`config.mk`:
```
export PLATFORM = sky130hd
export DESIGN_NAME = csr_status_reg
export DESIGN_NICKNAME = d
export VERILOG_FILES = /design/src/rtl/csr_status_pkg.sv /design/src/rtl/csr_w1c_flag.sv /design/src/rtl/csr_irq_gate.sv /design/src/rtl/csr_status_reg.sv
export SDC_FILE = /design/constraint.sdc
export NUM_CORES = 1
export LEC_CHECK = 0
export BUFFER_PORTS_ARGS = -buffer_cell sky130_fd_sc_hd__buf_4
export CAP_MARGIN = 20
export CORE_AREA = 2 2 39 41
export CTS_CLUSTER_SIZE = 40
export DETAILED_ROUTE_END_ITERATION = 12
export DIE_AREA = 0 0 41 43
export PLACE_DENSITY = 0.82
export SYNTH_ARGS = -nofsm -noshare
export SYNTH_HDL_FRONTEND = slang
export SYNTH_SLANG_ARGS = --single-unit
```
`constraint.sdc`:
```
create_clock -name clk -period 2.6 [get_ports clk]
set_input_delay 0.52 -clock clk [delete_from_list [all_inputs] [get_ports clk]]
set_output_delay 0.52 -clock clk [all_outputs]
set_load 0.01 [all_outputs]
```
`src/rtl/csr_status_pkg.sv`:
```
package csr_status_pkg;
  localparam int unsigned DATA_W    = 16;
  localparam int unsigned ADDR_W    = 8;
  localparam int unsigned NUM_FLAGS = 3;
  localparam logic [ADDR_W-1:0] STATUS_OFFSET = 8'h06;
  // sticky flag positions: parity, system error, target abort
  localparam int unsigned FLAG_POS [NUM_FLAGS] = '{15, 14, 11};
  localparam int unsigned INT_POS  = 3;
  // fixed encodings: timing field 10:9 = 01b, capabilities bit 4 = 1
  localparam logic [DATA_W-1:0] FIXED_VAL = 16'h0210;
endpackage

```
`src/rtl/csr_w1c_flag.sv`:
```
module csr_w1c_flag (
  input  logic clk,
  input  logic rst_n,
  input  logic set_i,
  input  logic clr_i,
  output logic flag_o
);
  always_ff @(posedge clk) begin
    if (!rst_n) flag_o <= 1'b0;
    else        flag_o <= set_i | (flag_o & ~clr_i);
  end

  p_set_wins_r8: assert property (@(posedge clk) disable iff (!rst_n)
    set_i |=> flag_o);
  p_clear_acts_r6: assert property (@(posedge clk) disable iff (!rst_n)
    (clr_i && !set_i) |=> !flag_o);
  p_sticky_r3: assert property (@(posedge clk) disable iff (!rst_n)
    (!set_i && !clr_i) |=> $stable(flag_o));
endmodule

```
`src/rtl/csr_irq_gate.sv`:
```
module csr_irq_gate (
  input  logic clk,
  input  logic rst_n,
  input  logic int_cond,
  input  logic int_sig_en,
  input  logic int_disable,
  output logic int_stat,
  output logic intx_n
);
  logic valid_int;
  assign valid_int = int_cond & int_sig_en;

  always_ff @(posedge clk) begin
    if (!rst_n) begin
      int_stat <= 1'b0;
      intx_n   <= 1'b1;
    end else begin
      int_stat <= valid_int;
      intx_n   <= ~(valid_int & ~int_disable);
    end
  end

  p_intx_needs_stat_r10: assert property (@(posedge clk) disable iff (!rst_n)
    !intx_n |-> int_stat);
  p_stat_rise_enabled_r9: assert property (@(posedge clk) disable iff (!rst_n)
    $rose(int_stat) |-> $past(int_sig_en));
endmodule

```
`src/rtl/csr_status_reg.sv`:
```
module csr_status_reg
  import csr_status_pkg::*;
(
  input  logic              clk,
  input  logic              rst_n,
  input  logic              cfg_wr,
  input  logic [ADDR_W-1:0] cfg_addr,
  input  logic [DATA_W/8-1:0] cfg_be,
  input  logic [DATA_W-1:0] cfg_wdata,
  output logic [DATA_W-1:0] cfg_rdata,
  input  logic              ev_addr_par,
  input  logic              ev_data_par,
  input  logic              ev_serr_sig,
  input  logic              serr_en,
  input  logic              ev_tabort_sig,
  input  logic              int_cond,
  input  logic              int_sig_en,
  input  logic              int_disable,
  output logic              intx_n
);
  localparam int unsigned BE_W = DATA_W / 8;

  logic                 hit;
  logic                 wr_hit;
  logic [NUM_FLAGS-1:0] flag_set;
  logic [NUM_FLAGS-1:0] flag_clr;
  logic [NUM_FLAGS-1:0] flag_q;
  logic                 int_stat;
  logic [DATA_W-1:0]    status;

  assign hit    = (cfg_addr == STATUS_OFFSET);
  assign wr_hit = cfg_wr & hit;

  assign flag_set[0] = ev_addr_par | ev_data_par;
  assign flag_set[1] = ev_serr_sig & serr_en;
  assign flag_set[2] = ev_tabort_sig;

  for (genvar i = 0; i < NUM_FLAGS; i++) begin : g_flag
    localparam int unsigned POS  = FLAG_POS[i];
    localparam int unsigned LANE = POS / 8;
    assign flag_clr[i] = wr_hit & cfg_be[LANE] & cfg_wdata[POS];
    csr_w1c_flag u_flag (
      .clk    (clk),
      .rst_n  (rst_n),
      .set_i  (flag_set[i]),
      .clr_i  (flag_clr[i]),
      .flag_o (flag_q[i])
    );
  end

  csr_irq_gate u_irq (
    .clk         (clk),
    .rst_n       (rst_n),
    .int_cond    (int_cond),
    .int_sig_en  (int_sig_en),
    .int_disable (int_disable),
    .int_stat    (int_stat),
    .intx_n      (intx_n)
  );

  always_comb begin
    status = FIXED_VAL;
    for (int i = 0; i < NUM_FLAGS; i++) status[FLAG_POS[i]] = flag_q[i];
    status[INT_POS] = int_stat;
  end

  assign cfg_rdata = hit ? status : '0;

  p_miss_reads_zero_r11: assert property (@(posedge clk) disable iff (!rst_n)
    !hit |-> (cfg_rdata == '0));
  p_fixed_fields_r2: assert property (@(posedge clk) disable iff (!rst_n)
    hit |-> ((cfg_rdata & 16'h37F7) == 16'h0210));
  p_serr_gated_r4: assert property (@(posedge clk) disable iff (!rst_n)
    (!serr_en && !flag_q[1]) |=> !flag_q[1]);
  p_lane_off_keeps_r7: assert property (@(posedge clk) disable iff (!rst_n)
    (cfg_wr && !cfg_be[BE_W-1] && flag_set == '0) |=> $stable(flag_q));
endmodule

```
==> metrics <==
total core area 1380 um^2; Worst setup EP type output port; CTS tree yes; syn avg cell area 8.86 um^2; worst skew pair latency 0.24 ns; cells after synthesis 38; Num CTS Buffers 3; type of origin of the critical path input port; clock sink count 5; die height 43 um; Net Sw Power 0.0523 mW; Slew Limit Fails 0; cells along the critical path buf_4 -> or4_4 -> nor2_4 -> and2_1 -> buf_4; FF+latch count, synth 5; # rows 14; Setup TNS Final 0 ns; Setup Skew 0 ns; layout cells sized above 1 0.515; Port Buffers 29; sequential power share 0.378; critical path arrival 1.65 ns; P_int 0.167 mW; first-pass GRT wire length 1.04 mm; antenna-violating nets left 0; Via density 4.06; area of the mapped netlist 337 um^2; drt pass-1 iters 2; post-placement cell count 80; vias in the first global route 298; status finished clean; peak supply drop 0.000150 V; RSZ-0062 raised after global routing no; Fill cells 143; DR WL/cell 9.26 um; largest net degree at the start of global routing 10; library cells used by synthesis 17; Final min period 2.17 ns; I/O Pins 54; most common cell after layout, fill and taps aside buf_4; final core occ 0.393; GRT Total Usage 0.0904; CP dominant cell by count buf_4; synth warn 0; most frequent cells in the layout buf_4 (29), conb_1 (10), dfxtp_1 (5); initial antenna violation count 0; die width 41 um; Hold Fails Final Rpt 0; final std cells w/o fill 84; CTS Hold Bufs 0; Area Growth Syn to Fin 61.7%; Pwr Density 402 nW/um^2; Max Cap Viol 0; H-tree Lvls 1; Multi-input gate area 176 um^2; Final nets 106; CTS max path bufs 2; Crit path largest cell delay 0.54 ns; Fmax 461 MHz; Ant. Diodes 0; Post-Route WL 778 um; total number of vias 341; min-delay worst type in2reg; Initial Util 0.243; Final Cycle Share 0.834; Crit path max-delay family simple AND/OR/NAND/NOR gates; CP Class in2out; clock network power share 0.420; CP required 2.08 ns; die area 1760 um^2; Final GP Congestion 0.658; GRT overflow 0; CP max FO 9; Setup Fix Bufs, Post-CTS 0; switching portion of total power 0.239; post-CTS sizing 0; clock-pin slew on the worst setup and hold paths 0.04 ns; Sequential Area 100 um^2; Comb power frac 0.202; final setup vio count 0; P_leak 0.287 nW; DRT iter0 DRCs 3; Worst path slowest cell or4_4; Detailed Place HPWL 662 um; DRC 0; Root Buffer clkbuf_4; sequential area share after synthesis 0.297; critical path buffer and inverter count 2
## registers in the layout, indices dropped and copies added, names as in the netlist
register              cells
u_irq.int_stat            1
u_irq.intx_n              1
g_flag.u_flag.flag_o      3
## path summary, 6_finish.rpt
kind	from	to	slack (ns)	cells after the start
max	cfg_addr[5]	cfg_rdata[14]	0.43	5
min	int_disable	u_irq.intx_n	0.46	2
max reg2reg	g_flag[0].u_flag.flag_o	g_flag[0].u_flag.flag_o	1.87	2
min reg2reg	g_flag[2].u_flag.flag_o	g_flag[2].u_flag.flag_o	0.57	2
## worst reg2reg max path, stage by stage, from the launching register on
cell and delay (ns):
dfxtp_1 0.30, o31ai_1 0.24, a41oi_1 0.07
## synthesized netlist by cell type
cell | number | area (um^2)
a21o_1 | 1 | 7.51
conb_1 | 1 | 3.75
o21ai_0 | 1 | 5.00
and2_1 | 4 | 25.0
dfxtp_1 | 5 | 100
nand2_1 | 2 | 7.51
or4bb_4 | 1 | 15.0
and2_0 | 1 | 6.26
and3_1 | 1 | 6.26
buf_4 | 12 | 90.1
nor2_4 | 1 | 11.3
or4_4 | 1 | 11.3
o31ai_1 | 1 | 7.51
nor2_1 | 1 | 3.75
a41oi_1 | 3 | 26.3
nand2b_1 | 1 | 6.26
inv_1 | 1 | 3.75
## power by group through the flow
stage / sequential (mW) / combinational, mW / clock (mW)
6_report: 0.0827 / 0.0443 / 0.0920
5_1_grt: 0.0832 / 0.0487 / 0.0998
4_1_cts: 0.0828 / 0.0446 / 0.0945
3_5_place_dp: 0.0842 / 0.0445 / 0
3_3_place_gp: 0.0839 / 0.0433 / 0
2_1_floorplan: 0.0839 / 0.0270 / 0
## final cells by class
type,instances,share of cell area
clock buffers,4,0.0483
inverters,1,0.00690
multi-input cells,29,0.324
flip-flops and latches,5,0.184
well taps,16,0.0368
repair buffers,29,0.400
## metrics by stage
step	setup WS [ns]	hold slack [ns]	power, mW	cell area [um^2]
2_1_floorplan	0.672	0.512	0.111	370
3_3_place_gp	0.439	0.529	0.127	518
3_5_place_dp	0.413	0.574	0.129	518
4_1_cts	0.415	0.457	0.222	544
5_1_grt	0.378	0.466	0.232	544
6_report	0.432	0.463	0.219	544
## cell families (layout without fill, tap and decap cells)
group                  after synthesis  count (layout)  synth area share
and+or+nand+nor                     13              13             0.275
buffers and inverters               13              34             0.279
AOI/OAI and AO/OA                    6               6             0.138
DFF                                  5               5             0.297
other                                1              10            0.0111
## per-layer routing
metal,vias up,wire length [um],global-route usage
li1,169,-,-
met1,150,269,0.0643
met2,22,396,0.172
met3,0,112,0.0471
met4,0,0,0.0400
met5,-,0,0
(Power assumes the default switching activity.)
